### config.mk
export PLATFORM = sky130hd
export DESIGN_NAME = pll_word_calc
export DESIGN_NICKNAME = d
export VERILOG_FILES = /design/src/rtl/pllw_pkg.sv /design/src/rtl/seq_divider.sv /design/src/rtl/pllw_band.sv /design/src/rtl/pll_word_calc.sv
export SDC_FILE = /design/constraint.sdc
export NUM_CORES = 1
export LEC_CHECK = 0
export ABC_AREA = 0
export BUFFER_PORTS_ARGS = -buffer_cell sky130_fd_sc_hd__buf_2
export CORE_AREA = 2 2 188 190
export DETAILED_ROUTE_END_ITERATION = 8
export DIE_AREA = 0 0 190 192
export GPL_ROUTABILITY_DRIVEN = 0
export GPL_TIMING_DRIVEN = 0
export PLACE_DENSITY = 0.85
export REMOVE_ABC_BUFFERS = 1
export SLEW_MARGIN = 20
export SYNTH_ARGS = -nofsm -noshare
export SYNTH_HDL_FRONTEND = slang
export SYNTH_SLANG_ARGS = --single-unit
export TNS_END_PERCENT = 20
### constraint.sdc
create_clock -name clk -period 14.5 [get_ports clk]
set_input_delay 0.725 -clock clk [delete_from_list [all_inputs] [get_ports clk]]
set_output_delay 0.725 -clock clk [all_outputs]
set_load 0.01 [all_outputs]
### src/rtl/pllw_pkg.sv
package pllw_pkg;
  localparam int unsigned FLOOR_KHZ = 5000;
  localparam int unsigned DIV_CAP   = 31;
  localparam int unsigned MUL_MAX   = 255;
  localparam int unsigned LP_SPAN   = 80000;
  localparam int unsigned N_BANDS   = 3;
  localparam int unsigned BAND_TH [N_BANDS] = '{126000, 251000, 501000};

  typedef enum logic [2:0] {
    ST_IDLE,
    ST_SEARCH,
    ST_MUL,
    ST_RATE,
    ST_LP
  } calc_state_t;
endpackage

### src/rtl/seq_divider.sv
module seq_divider #(
  parameter int unsigned W = 27
) (
  input  logic         clk,
  input  logic         rst_n,
  input  logic         go,
  input  logic [W-1:0] dividend,
  input  logic [W-1:0] divisor,
  output logic         fin,
  output logic [W-1:0] quotient
);
  localparam int unsigned CW = $clog2(W);

  logic [W-1:0]  shreg, rem, dsr, lat_dvd;
  logic [W:0]    rem_sh, diff;
  logic [CW-1:0] cnt;
  logic          run, fin_q, fits;

  always_comb begin
    rem_sh = {rem, shreg[W-1]};
    diff   = rem_sh - {1'b0, dsr};
    fits   = !diff[W];
  end

  always_ff @(posedge clk or negedge rst_n) begin
    if (!rst_n) begin
      shreg   <= '0;
      rem     <= '0;
      dsr     <= '0;
      lat_dvd <= '0;
      cnt     <= '0;
      run     <= 1'b0;
      fin_q   <= 1'b0;
    end else begin
      fin_q <= 1'b0;
      if (go && !run) begin
        shreg   <= dividend;
        lat_dvd <= dividend;
        dsr     <= divisor;
        rem     <= '0;
        cnt     <= '0;
        run     <= 1'b1;
      end else if (run) begin
        shreg <= {shreg[W-2:0], fits};
        rem   <= fits ? diff[W-1:0] : rem_sh[W-1:0];
        cnt   <= cnt + 1'b1;
        if (cnt == CW'(W-1)) begin
          run   <= 1'b0;
          fin_q <= 1'b1;
        end
      end
    end
  end

  assign fin      = fin_q;
  assign quotient = shreg;

  AST_DIV_EXACT: assert property (@(posedge clk) disable iff (!rst_n)
    (fin_q && dsr != '0) |->
      (({{W{1'b0}}, shreg} * {{W{1'b0}}, dsr} + {{W{1'b0}}, rem}) == {{W{1'b0}}, lat_dvd})
      && (rem < dsr));
endmodule

### src/rtl/pllw_band.sv
module pllw_band
  import pllw_pkg::*;
#(
  parameter int unsigned RW = 27
) (
  input  logic [RW-1:0] rate,
  output logic [1:0]    band
);
  always_comb begin
    band = '0;
    for (int i = 0; i < int'(N_BANDS); i++) begin
      if (32'(rate) >= BAND_TH[i]) band = 2'(i + 1);
    end
  end
endmodule

### src/rtl/pll_word_calc.sv
module pll_word_calc
  import pllw_pkg::*;
#(
  parameter int unsigned REF_W  = 18,
  parameter int unsigned RATE_W = 20
) (
  input  logic              clk,
  input  logic              rst_n,
  input  logic              start,
  input  logic [REF_W-1:0]  ref_khz,
  input  logic [RATE_W-1:0] lane_kbps,
  output logic              busy,
  output logic              done,
  output logic [15:0]       cfg_word,
  output logic [5:0]        lp_div,
  output logic              mul_sat
);
  localparam int unsigned DIV_W = 5;
  localparam int unsigned MUL_W = 8;
  localparam int unsigned P1 = RATE_W + DIV_W;
  localparam int unsigned P2 = REF_W + MUL_W;
  localparam int unsigned DW = ((P1 > P2) ? P1 : P2) + 1;

  calc_state_t       state;
  logic [DW-1:0]     ref_x, des_x, thr, rate_q, dv_a, dv_b, dv_q;
  logic [DIV_W-1:0]  div_q;
  logic [MUL_W-1:0]  mul_q, mul_next, mul_eff;
  logic              ovf_q, ovf_next, dv_go, dv_fin, done_q;
  logic [1:0]        band;

  seq_divider #(.W(DW)) u_div (
    .clk(clk), .rst_n(rst_n), .go(dv_go),
    .dividend(dv_a), .divisor(dv_b),
    .fin(dv_fin), .quotient(dv_q)
  );

  pllw_band #(.RW(DW)) u_band (.rate(rate_q), .band(band));

  always_comb begin
    if (dv_q > DW'(MUL_MAX)) begin
      mul_next = MUL_W'(MUL_MAX);
      ovf_next = 1'b1;
    end else begin
      mul_next = dv_q[MUL_W-1:0];
      ovf_next = 1'b0;
    end
    mul_eff = (mul_next == '0) ? MUL_W'(1) : mul_next;
  end

  always_ff @(posedge clk or negedge rst_n) begin
    if (!rst_n) begin
      state    <= ST_IDLE;
      ref_x    <= '0;
      des_x    <= '0;
      thr      <= '0;
      rate_q   <= '0;
      div_q    <= '0;
      mul_q    <= '0;
      ovf_q    <= 1'b0;
      dv_a     <= '0;
      dv_b     <= '0;
      dv_go    <= 1'b0;
      done_q   <= 1'b0;
      cfg_word <= '0;
      lp_div   <= '0;
      mul_sat  <= 1'b0;
    end else begin
      dv_go  <= 1'b0;
      done_q <= 1'b0;
      unique case (state)
        ST_IDLE: if (start) begin
          ref_x <= DW'(ref_khz);
          des_x <= DW'(lane_kbps);
          div_q <= DIV_W'(1);
          thr   <= DW'(2 * FLOOR_KHZ);
          state <= ST_SEARCH;
        end
        ST_SEARCH: begin
          if (ref_x >= thr && div_q != DIV_W'(DIV_CAP)) begin
            div_q <= div_q + 1'b1;
            thr   <= thr + DW'(FLOOR_KHZ);
          end else begin
            dv_a  <= des_x * DW'(div_q) + ref_x - DW'(1);
            dv_b  <= ref_x;
            dv_go <= 1'b1;
            state <= ST_MUL;
          end
        end
        ST_MUL: if (dv_fin) begin
          mul_q <= mul_next;
          ovf_q <= ovf_next;
          dv_a  <= ref_x * DW'(mul_eff);
          dv_b  <= DW'(div_q);
          dv_go <= 1'b1;
          state <= ST_RATE;
        end
        ST_RATE: if (dv_fin) begin
          rate_q <= dv_q;
          dv_a   <= dv_q + DW'(LP_SPAN - 1);
          dv_b   <= DW'(LP_SPAN);
          dv_go  <= 1'b1;
          state  <= ST_LP;
        end
        ST_LP: if (dv_fin) begin
          cfg_word <= {band, 1'b0, div_q, mul_q};
          lp_div   <= dv_q[5:0] - 6'd1;
          mul_sat  <= ovf_q;
          done_q   <= 1'b1;
          state    <= ST_IDLE;
        end
        default: state <= ST_IDLE;
      endcase
    end
  end

  assign busy = (state != ST_IDLE);
  assign done = done_q;

  AST_DONE_PULSE: assert property (@(posedge clk) disable iff (!rst_n)
    done |=> !done);
  AST_IDLE_HOLD: assert property (@(posedge clk) disable iff (!rst_n)
    !busy |=> ($stable(cfg_word) && $stable(lp_div) && $stable(mul_sat)));
  AST_SAT_FIELD: assert property (@(posedge clk) disable iff (!rst_n)
    mul_sat |-> cfg_word[7:0] == 8'hFF);
  AST_DIV_NONZERO: assert property (@(posedge clk) disable iff (!rst_n)
    done |-> cfg_word[12:8] != '0);
  AST_SEARCH_CAP: assert property (@(posedge clk) disable iff (!rst_n)
    (state == ST_SEARCH && div_q == DIV_W'(DIV_CAP)) |=> state == ST_MUL);
endmodule

==> flow_results.org, run 1 <==
** Outcome
- Result of the run :: completed

** Timing
- The max-slew violation total from the final report came to 0.
- Setup violations remaining at the end of the flow were counted as 0.
- The final hold violation count is 0.
- Worst-case clock skew :: 25.5 ps
- Post-route worst hold slack :: 92.9 ps
- Highest achievable clock rate :: 0.114 GHz
- The clock period could shrink to 8810 ps.
- For the pin with the worst max-slew slack, the measured transition is 1130 ps.
- Relative slew slack :: about a quarter
- Setup total negative slack on the finished layout was measured at 0 ps.
- Final critical-path share of the clock period :: 60.7%
- Unrepaired setup endpoints after global routing :: false

** Place
- Number of buffers added on ports :: 64
- Instance count after placement with tap cells included :: 2,822
- Area post-placement :: 21,800 um^2
- Once detailed placement completed, the half-perimeter wirelength came to 38,300 um.

** Global routing
- The initial antenna violation count came to 1.
- Wire length of the first global-routing pass :: 90,000 um
- Entering global routing, the biggest net connects 94 pins.
- GRT Resource Usage Total :: 30.9%
- Vias in the first global route :: 17,972
- Summed over all layers, the global routing overflow is 0.

** Clock network
- Clock Latency Late Sink :: between 500 and 600 ps
- Number of hold buffers added after cts :: 0
- Root buffer cell :: sky130_fd_sc_hd__clkbuf_16
- TritonCTS Buffers :: 27
- After clock tree synthesis, the setup repair step added 0 buffers.
- After clock tree synthesis, the clock-pin slew on the worst setup and hold paths is about 60 ps.
- CTS built an H-tree with a depth of 1.
- Total number of clock tree sinks :: ~250
- CTS tree :: done
- The clock passes through at most 3 buffers.
- Post-CTS repair changed the size of 0 cells.

** Run
- Max-cap violations in this run came to 0.

** Worst setup path
- The worst setup path is captured at a flip-flop.
- Data arrives at the worst endpoint at 9270 ps.
- In this run the worst path has a maximum fanout of 19.
- For the worst flop-to-flop path, the logic depth is 24.
- The worst setup path is launched from a flip-flop.
- By startpoint and endpoint, the worst setup path is classified as flip-flop to flip-flop.
- CP required :: 14,970 ps

** Die
- The initial utilization of the core area, before any placement, comes to 61.8%.
- Standard-cell row count :: 68
- Measured along the y axis, the die boundary spans roughly 190 um.
- The floorplan step set the die width to 190 um.
- The floorplan step defined a die boundary enclosing 36,500 um^2.
- I/O pin count :: 66
- Standard cell core area :: about 34,000 um^2

** Drt
- Overall via count from detail_route :: 17,478
- In the routed layout, each cell is associated on average with a via count of 6.09.
- Antenna-violating nets left :: 0
- After the first detailed-routing iteration, the DRC count stood at 1,540.
- Drt total wl :: 54,400 um
- Routed wirelength normalized by instance count :: ~19 um
- Iteration count of the initial detailed-routing pass :: 5
- Detailed-route DRC error count :: 0

** Final layout
- The library cell used most frequently in the layout, excluding fill and tap cells, is sky130_fd_sc_hd__nand2_1.
- Summing all non-filler instances in the final layout gives an area of roughly 23,000 um^2.
- In the final layout, the share of cells above drive strength 1 is 7.86%.
- Fill count :: 2,632
- From synthesis to final layout, the design area changed by 7.15%.
- Count of inserted antenna diode cells :: 0
- Top library cells by usage in the layout, fill and taps aside :: 483 x sky130_fd_sc_hd__nand2_1, 248 x sky130_fd_sc_hd__dfrtp_1, 236 x sky130_fd_sc_hd__inv_1, 170 x sky130_fd_sc_hd__fa_1, 150 x sky130_fd_sc_hd__o21ai_0
- Once layout is complete, the cells apart from fillers number 2,872.
- Net count, final :: 2,755

** Logic synthesis
- The most used flip-flop cell after synthesis is sky130_fd_sc_hd__dfrtp_1.
- Summing every instance area after synthesis gives approximately 21,000 um^2.
- Number of enable-type register cells in the synthesized netlist :: 0
- Synthesis produced a netlist whose cell count is 2,418.
- Post-synthesis register bit count :: ~250
- Proportion of register bits with asynchronous set or reset after synthesis :: 100%
- Yosys printed 0 warnings.
- Sequential cells were found to cover 29.6% of the synthesized design area.
- Dividing the synthesized area by the synthesized cell count gives 8.77 um^2.
- Yosys mapped the design onto 83 distinct sky130hd cell types.

** Worst hold path
- Hold crit path type :: primary input to async pin
## cells by family after synthesis
logic type	after synthesis	share of synthesized area, %
AOI/OAI and AO/OA	432	12.7
xor gates and xnor gates	89	3.68
adders and majority gates	318	24.8
buffers and inverters	364	6.64
DFF	251	29.6
muxes	75	3.71
other	1	0.0177
and+or+nand+nor	888	18.9
## stage by stage
stage / setup slack (ps) / utilization (%)
after CTS: 5920 / 66.2
after global routing: 5400 / 66.3
after floorplan: 7940 / -
after detailed placement: 6020 / 63.6
after global placement: 6170 / 62.9
final: 5690 / 66.3
## critical path, cell delays in order (launching register included)
cell                        delay (ps)
sky130_fd_sc_hd__dfrtp_1           500
sky130_fd_sc_hd__or4_1             560
sky130_fd_sc_hd__nor2_1            120
sky130_fd_sc_hd__nand4_1           490
sky130_fd_sc_hd__a41oi_1           650
sky130_fd_sc_hd__nand2b_1          680
sky130_fd_sc_hd__and2_1            430
sky130_fd_sc_hd__fa_1              490
sky130_fd_sc_hd__inv_1              60
sky130_fd_sc_hd__fa_1              470
sky130_fd_sc_hd__inv_1              60
sky130_fd_sc_hd__fa_1              550
sky130_fd_sc_hd__inv_1              60
sky130_fd_sc_hd__fa_1              540
sky130_fd_sc_hd__inv_1              40
sky130_fd_sc_hd__ha_1              320
sky130_fd_sc_hd__or4_1             460
sky130_fd_sc_hd__o21ai_0            90
sky130_fd_sc_hd__a21oi_1           130
sky130_fd_sc_hd__a31oi_1           410
sky130_fd_sc_hd__a31o_2            290
sky130_fd_sc_hd__nor2_1             70
sky130_fd_sc_hd__a2111oi_0         860
sky130_fd_sc_hd__a21oi_1           130
sky130_fd_sc_hd__o22ai_1           230
## cell usage after synthesis, types with 4 or more instances
cell type,n,share of area (%)
sky130_fd_sc_hd__o21ai_0,150,3.5
sky130_fd_sc_hd__mux2_2,28,1.5
sky130_fd_sc_hd__xnor2_1,51,2.1
sky130_fd_sc_hd__a211o_1,5,0.21
sky130_fd_sc_hd__and2_1,66,1.9
sky130_fd_sc_hd__nand2_1,484,8.6
sky130_fd_sc_hd__a31oi_1,22,0.65
sky130_fd_sc_hd__nor3_1,23,0.54
sky130_fd_sc_hd__nand4_1,16,0.47
sky130_fd_sc_hd__or4_1,5,0.18
sky130_fd_sc_hd__xor2_1,38,1.6
sky130_fd_sc_hd__and3_1,12,0.35
sky130_fd_sc_hd__a221o_1,7,0.33
sky130_fd_sc_hd__a221oi_1,8,0.33
sky130_fd_sc_hd__buf_1,20,0.35
sky130_fd_sc_hd__ha_1,148,8.7
sky130_fd_sc_hd__o21bai_1,5,0.18
sky130_fd_sc_hd__fa_1,170,16
sky130_fd_sc_hd__mux2i_1,47,2.2
sky130_fd_sc_hd__a31o_2,4,0.17
sky130_fd_sc_hd__nand2b_1,12,0.35
sky130_fd_sc_hd__nor4_1,14,0.41
sky130_fd_sc_hd__or3_1,14,0.41
sky130_fd_sc_hd__a21o_1,27,0.96
sky130_fd_sc_hd__nor2_1,132,2.3
sky130_fd_sc_hd__nand3_1,40,0.94
sky130_fd_sc_hd__o221ai_1,4,0.17
sky130_fd_sc_hd__o21ai_1,8,0.19
sky130_fd_sc_hd__dfrtp_1,251,30
sky130_fd_sc_hd__o211ai_1,15,0.53
sky130_fd_sc_hd__o31ai_1,5,0.18
sky130_fd_sc_hd__clkbuf_1,89,1.6
sky130_fd_sc_hd__nor2b_1,42,1.2
sky130_fd_sc_hd__o21a_1,11,0.39
sky130_fd_sc_hd__inv_1,236,4.2
sky130_fd_sc_hd__buf_2,12,0.28
sky130_fd_sc_hd__a211oi_1,13,0.46
sky130_fd_sc_hd__a21oi_1,112,2.6
sky130_fd_sc_hd__or2_2,6,0.18
## metal layers
| metal | GRT usage [%] | wire length (um) |
|---|---|---|
| met1 | 39.3 | 21400 |
| met2 | 51.2 | 25500 |
| met3 | 4.93 | 4570 |
| met4 | 15.9 | 2970 |
| met5 | 0 | 13 |
## registers in the layout (all words and copies together), names as in the netlist, 3 cells and up
register,count
cfg_word,15
des_x,20
div_q,5
dv_a,27
dv_b,18
lp_div,6
mul_q,8
rate_q,24
ref_x,18
state,3
thr,24
u_div.cnt,5
u_div.dsr,18
u_div.quotient,27
u_div.rem,27
## cell type report
class                      instances  area, um^2  share of cell area (%)
multi-input combinational       1803       13600                    59.7
sequential                       251        6290                    27.7
inverter                         238         893                    3.93
clock buffer                      39         781                    3.44
tap                              455         569                    2.51
timing repair buffer              75         510                    2.25
clock inverter                    11         121                   0.534
## worst paths after layout
kind | startpoint | end | slack (ps)
max in group asynchronous | rst_n | thr[10] | 13050
max | u_div.quotient[8] | dv_a[22] | 5690
min in group clk | ref_khz[1] | ref_x[1] | 350
max reg2reg | u_div.quotient[8] | dv_a[22] | 5690
min reg2reg | mul_q[6] | cfg_word[6] | 470
min | rst_n | u_div.rem[23] | 90
Power of run 1 is not shown: default switching activity piles up to over one toggle a cycle in this logic, so the estimate is an artifact.
==> run 2, diff against run 1 <==
- CORE_AREA: 2 2 188 190 -> 2 2 195 197
- DIE_AREA: 0 0 190 192 -> 0 0 197 199
- PLACE_DENSITY: 0.85 -> 0.83
- clock period: 14.5 -> 7.4 ns (I/O delays scaled with it)
==> flow_results.org, run 2 (synthesized netlist as in run 1, its figures left out) <==
** Global routing
- The first global-routing pass estimated 89,900 um of wire.
- GRT Resource Usage Total :: 28.6%
- Entering global routing, the biggest net connects approximately 100 pins.
- Global routing finished with a remaining overflow of 0.
- Antenna violations before repair :: 0
- The number of global-route vias before repair is 18,001.

** Timing
- Transition time of the tightest slew-check pin :: around 1200 ps
- Final setup violation count :: 0
- The final hold violation count is 0.
- Final critical-path share of the clock period :: 95.7%
- Setup slack closes at approximately 320 ps.
- Tmin final :: 7080 ps
- Number of max-slew violations in the final report :: 0
- Setup repair after global routing left no endpoint under its margin.
- On the final layout, the worst clock skew is 22.9 ps.
- Highest achievable clock rate :: 0.141 GHz
- Relative slew slack :: 21.9%

** Clock network
- CTS Buffer Depth :: 3
- Total number of clock tree sinks :: between 200 and 300
- Post-CTS clock slew at the launch and capture registers of the worst setup and hold paths :: approximately 70 ps
- Htree depth :: 1
- Counting the buffers created by CTS gives 28.
- TritonCTS built the clock tree.
- CTS placed an instance of sky130_fd_sc_hd__clkbuf_16 at the clock tree root.
- Clock Latency Late Sink :: 580 ps

** Drt
- The routed layout has 17,501 vias.
- Iteration count of the initial detailed-routing pass :: 5
- Drt total wl :: 54,400 um
- Detailed routing placed a total of 3780 um of wire on met3.
- After the first detailed-routing iteration, the DRC count stood at roughly 1,400.
- In this run the remaining antenna-violating nets after routing total 0.
- In this run the top signal layer used is met4.
- After detailed routing, the number of vias per cell comes to 5.97.
- Routed wirelength normalized by instance count :: about 19 um
- Detailed-route DRC error count :: 0
- In the detailed route, the total length drawn on met2 is approximately 26,000 um.
- The detailed router put a total of around 22,000 um of wire on met1.

** Final layout
- Top library cells by usage in the layout, fill and taps aside :: 483 x sky130_fd_sc_hd__nand2_1, 248 x sky130_fd_sc_hd__dfrtp_1, 236 x sky130_fd_sc_hd__inv_1, 170 x sky130_fd_sc_hd__fa_1, 150 x sky130_fd_sc_hd__o21ai_0
- Fill count :: 2,953
- Net count, final :: between 2,000 and 3,000
- Leaving out fill and tap cells, the most frequent cell in the layout is sky130_fd_sc_hd__nand2_1.
- Cells with a size suffix above 1 make up 8.22% of the layout.
- Measured on the finished design, the core utilization comes to 62.6%.
- From synthesis to final layout, the design area changed by 9.70%.

** Worst setup path
- Max FO, Critical Path :: 19
- Start-to-end type of the worst setup path :: flip-flop to flip-flop
- Data arrives at the worst endpoint at around 7600 ps.
- STA classifies the critical path startpoint as a flip-flop.
- Critical Path End Type :: flip-flop
- At the worst endpoint, the required time is 7890 ps.

** Die
- Standard-cell row count :: 71
- The die is 199 um tall.
- Standard cell core area :: 37,100 um^2
- Die span in x :: 197 um
- The floorplan step defined a die boundary enclosing 39,200 um^2.
- During I/O placement, the number of pins put on the boundary was 66.
- For this configuration, the core starts out at a cell density of 57.1%.

** Place
- Detailed placement finished with a half-perimeter wire length of 38,200 um.
- At the placement stage, the worst setup path has a slack of -1030 ps.
- Number of buffers added on ports :: 64

** Outcome
- The run finished with clean final reports.

** Worst hold path
- The path class of the tightest hold or removal check is primary input to flip-flop.

** Run
- The tool flagged a number of max-cap violations equal to 0.
-- run 2: cell types whose count changed in the layout (fill, tap and decap cells not counted), sizes merged --
cell,delta
clkinv,+3
bufinv,+1
inv,-3
buf,+4
diode,+1
dlygate4sd3,+35
clkbuf,+1
-- run 2: final timing paths --
| check | from | endpoint | slack, ps | cells after the start |
|---|---|---|---|---|
| setup reg to reg | u_div.quotient[8] | dv_a[22] | 320 | 25 |
| min in group asynchronous | rst_n | u_div.rem[20] | 310 | 2 |
| setup / recovery | u_div.quotient[8] | dv_a[22] | 320 | 25 |
| hold / removal | ref_khz[12] | ref_x[12] | 30 | 3 |
| max in group asynchronous | rst_n | ref_x[13] | 5730 | 4 |
| hold reg to reg | mul_sat | mul_sat | 470 | 2 |
-- run 2: layout make-up --
class,instances,area [um^2],area share [%]
inverters,238,893,3.84
flip-flops and latches,251,6290,27.0
multi-input cells,1803,13600,58.5
diodes,1,2.50,0.0108
clock buffers,40,806,3.46
repair buffers,114,895,3.85
well taps,474,593,2.55
clock inverters,12,173,0.742
-- run 2: what timing repair did --
action,in CTS,in global routing
endpoints found under the hold margin,96,0
hold buffers,35,0
resized for setup,3,10
endpoints found under the setup margin,15,6
setup buffers,3,0
-- run 2: worst max-delay path: stages, from the launching register on --
cell,delay [ps]
sky130_fd_sc_hd__dfrtp_1,500
sky130_fd_sc_hd__or4_1,550
sky130_fd_sc_hd__nor2_1,120
sky130_fd_sc_hd__nand4_1,90
sky130_fd_sc_hd__buf_4,180
sky130_fd_sc_hd__a41oi_2,350
sky130_fd_sc_hd__nand2b_4,260
sky130_fd_sc_hd__and2_1,250
sky130_fd_sc_hd__fa_1,480
sky130_fd_sc_hd__inv_1,50
sky130_fd_sc_hd__fa_1,470
sky130_fd_sc_hd__inv_1,60
sky130_fd_sc_hd__fa_1,540
sky130_fd_sc_hd__inv_1,60
sky130_fd_sc_hd__fa_1,530
sky130_fd_sc_hd__inv_1,40
sky130_fd_sc_hd__ha_1,330
sky130_fd_sc_hd__or4_1,480
sky130_fd_sc_hd__o21ai_0,110
sky130_fd_sc_hd__a21oi_2,110
sky130_fd_sc_hd__a31oi_2,330
sky130_fd_sc_hd__a31o_2,280
sky130_fd_sc_hd__nor2_1,90
sky130_fd_sc_hd__a2111oi_2,440
sky130_fd_sc_hd__a21oi_1,90
sky130_fd_sc_hd__o22ai_1,170
-- run 2: through the flow --
| stage | cells | TNS [ps] | hold slack, ps | instance area, um^2 |
|---|---|---|---|---|
| 2_1_floorplan | 2292 | 0 | 74.4 | 20700 |
| 3_3_place_gp | 2830 | -2900 | 452 | 21600 |
| 3_5_place_dp | 2842 | -6130 | 336 | 21800 |
| 4_1_cts | 2932 | 0 | 6.44 | 23200 |
| 5_1_grt | 2932 | 0 | 16.5 | 23300 |
| 6_report | 2933 | 0 | 27.2 | 23300 |
-- run 2: layer usage --
layer | global-route usage (%) | vias up
met5 | 0 | -
met4 | 13.8 | 0
met3 | 4.04 | 181
met2 | 48.6 | 728
met1 | 36.2 | 8570
li1 | - | 8022
Power of run 2 is left out for the same reason.
==> run 3, diff against run 2 <==
--- a/config.mk
+++ b/config.mk
@@ -19,3 +19,2 @@
 export SYNTH_HDL_FRONTEND = slang
 export SYNTH_SLANG_ARGS = --single-unit
-export TNS_END_PERCENT = 20
==> constraint.sdc (replaced) <==
create_clock -name clk -period 6.2 [get_ports clk]
set_input_delay 0.93 -clock clk [delete_from_list [all_inputs] [get_ports clk]]
set_output_delay 0.93 -clock clk [all_outputs]
set_load 0.01 [all_outputs]
==> flow_results.org, run 3 (synthesized netlist as in run 1, its figures left out) <==
** Outcome
- The run finished, with violations left.
- Failing checks :: negative setup slack

** Global routing
- After global routing the overflow that remains totals 0.
- The first global-routing pass estimated 92,500 um of wire.
- GRT Resource Usage Total :: 29.6%
- Vias in the first global route :: between 15,000 and 20,000
- Antenna violations before repair :: 0
- Entering global routing, the biggest net connects approximately 100 pins.

** Timing
- The max-slew violation total from the final report was 0.
- The final critical path takes up 105% of the cycle.
- Worst-case clock skew :: roughly 28 ps
- Final hold analysis gives a worst-case slack of ~270 ps.
- Highest achievable clock rate :: 0.154 GHz
- Unrepaired setup endpoints after global routing :: true
- Final worst slack :: -308 ps
- For the pin with the worst max-slew slack, the measured transition is 1150 ps.
- Relative slew slack :: 23.3%
- Final count of hold timing violations :: 0
- Tmin final :: roughly 6500 ps
- Setup violations remaining at the end of the flow were counted as 15.

** Worst setup path
- CP cell instances :: or4_4 -> nor2_2 -> nand4_1 -> buf_6 -> buf_4 -> or2_4 -> and2_4 -> fa_1 -> fa_1 -> fa_1 -> inv_1 -> fa_1 -> inv_1 -> ha_4 -> buf_4 -> and2_4 -> o211ai_1 -> o21ai_4 -> o211a_1 -> o21ai_2 -> nor2b_4 -> xor2_2 -> o21ai_1 -> o221a_2
- Kind of start point of the critical path :: flip-flop
- Library cell appearing most often on the critical path :: sky130_fd_sc_hd__fa_1
- Cell count along the critical path :: 24
- Critical-path top delay cell :: sky130_fd_sc_hd__fa_1
- Start-to-end type of the worst setup path :: flip-flop to flip-flop
- Worst flop-to-flop path endpoint :: dv_a[17]
- CP Data Arrival Time :: slightly below 7000 ps
- Cell depth of the worst flop-to-flop path :: 24
- The setup check on the worst reg-to-reg path leaves a slack of -310 ps.
- In this run the worst path has a maximum fanout of 6.
- Critical Path End Type :: flip-flop
- At the worst endpoint, the required time is between 6000 and 7000 ps.
- The critical path contains buffers and inverters numbering 5 combined.
- In this design, the largest share of critical-path delay is due to adder cells.
- FF-to-FF Start :: u_div.quotient[8]
- Slowest stage delay, CP :: 630 ps

** Die
- Die span in x :: 197 um
- I/O pin count :: 66
- Standard cell core area :: 37,100 um^2
- The floorplan step defined a die boundary enclosing 39,200 um^2.
- For this configuration, the core starts out at a cell density of ~57%.
- Standard-cell row count :: slightly above 70
- Height of the die :: 199 um

** Place
- Number of buffers added on ports :: 64
- Setup slack at placement :: -2230 ps
- Total half-perimeter wirelength after legalization and detailed placement :: 38,200 um

** Drt
- After detailed routing, the number of remaining DRC violations is 0.
- In the final routed layout, each cell accounts on average for 20.0 um.
- Drt total wl :: 59,100 um
- Overall via count from detail_route :: 18,058
- Vias per Instance :: 6.12
- Iteration count of the initial detailed-routing pass :: 6
- Antenna-violating nets left :: 0
- Number of violations reported at the end of detailed-routing iteration 0 :: about 1,600

** Run
- Max-cap violations :: 0

** Final layout
- The repair_antennas step left the layout with diodes totalling 0.
- Cells with a size suffix above 1 make up between 10% and 20% of the layout.
- The area growth from synthesis to layout is 13.1%.
- Fill count :: 2,749
- Top library cells by usage in the layout, fill and taps aside :: 480 x sky130_fd_sc_hd__nand2_1, 242 x sky130_fd_sc_hd__dfrtp_1, 228 x sky130_fd_sc_hd__inv_1, 169 x sky130_fd_sc_hd__fa_1, 135 x sky130_fd_sc_hd__o21ai_0
- Net count, final :: roughly 2,800
- Leading cell type in the layout, fill and taps excluded :: sky130_fd_sc_hd__nand2_1

** Clock network
- Total number of clock tree sinks :: 251
- Root buffer cell :: sky130_fd_sc_hd__clkbuf_16
- TritonCTS Buffers :: 28
- In this run the number of H-tree levels came out at 1.
- CTS Buffer Depth :: 3
- TritonCTS built the clock tree.
- Post-CTS clock slew at the launch and capture registers of the worst setup and hold paths :: 70 ps
- Clock Latency Late Sink :: 590 ps

** Worst hold path
- The tightest min-delay check is of the primary input to async pin type.
-- run 3: changes by cell type in the layout (fill, tap and decap cells not counted), moves of 6 or more --
cell                            before  now
sky130_fd_sc_hd__inv_1             236  228
sky130_fd_sc_hd__o21ai_0           150  135
sky130_fd_sc_hd__ha_4                0   14
sky130_fd_sc_hd__a21oi_2             1    7
sky130_fd_sc_hd__dfrtp_1           248  242
sky130_fd_sc_hd__buf_4               8   51
sky130_fd_sc_hd__ha_1              148  134
sky130_fd_sc_hd__dfrtp_2             2    8
sky130_fd_sc_hd__a21oi_1           111  100
sky130_fd_sc_hd__o21ai_1             6   12
sky130_fd_sc_hd__buf_6               1    8
sky130_fd_sc_hd__dlygate4sd3_1      35    0
sky130_fd_sc_hd__inv_2               1    9
-- run 3: layout make-up --
type | instances | area, um^2 | share of cell area, %
sequential | 251 | 6290 | 26.2
tap | 474 | 593 | 2.47
clock inverter | 12 | 173 | 0.720
inverter | 238 | 893 | 3.72
timing repair buffer | 132 | 1000 | 4.17
multi-input combinational | 1805 | 14200 | 59.3
clock buffer | 40 | 806 | 3.36
-- run 3: worst max-delay path by stage --
| stage | start | end | slack [ps] |
|---|---|---|---|
| after floorplan | u_div.quotient[8] | dv_a[22] | -360 |
| after global placement | u_div.quotient[8] | dv_a[22] | -1960 |
| after detailed placement | u_div.quotient[8] | dv_a[22] | -2230 |
| after CTS | u_div.quotient[8] | dv_a[18] | -10 |
| after global routing | u_div.quotient[8] | dv_a[17] | -490 |
| final | u_div.quotient[8] | dv_a[17] | -310 |
-- run 3: per-stage QoR --
| stage | std cells | area [um^2] | TNS (ps) | utilization, % |
|---|---|---|---|---|
| 5_1_grt | 2952 | 24000 | -4520 | 64.6 |
| 3_3_place_gp | 2830 | 21600 | -77180 | 58.2 |
| 4_1_cts | 2938 | 23600 | -12.8 | 63.5 |
| 3_5_place_dp | 2842 | 21800 | -27700 | 58.8 |
| 6_report | 2952 | 24000 | -2180 | 64.6 |
| 2_1_floorplan | 2292 | 20700 | -1110 | - |
-- run 3: layer usage --
layer,vias up,part of all wire (%),GRT usage [%]
met5,-,0,0
met2,951,48,49.6
met3,283,8.9,4.07
met1,8766,37,37.1
met4,0,6.2,16.7
li1,8058,-,-
-- run 3: repair_timing --
action | CTS | global route
pin swaps | 59 | 58
setup endpoints to repair | 20 | 15
setup buffers | 43 | 14
gates resized for setup | 79 | 73
hold buffers | 0 | 0
gates cloned | 1 | 1
Power of run 3 is left out for the same reason.
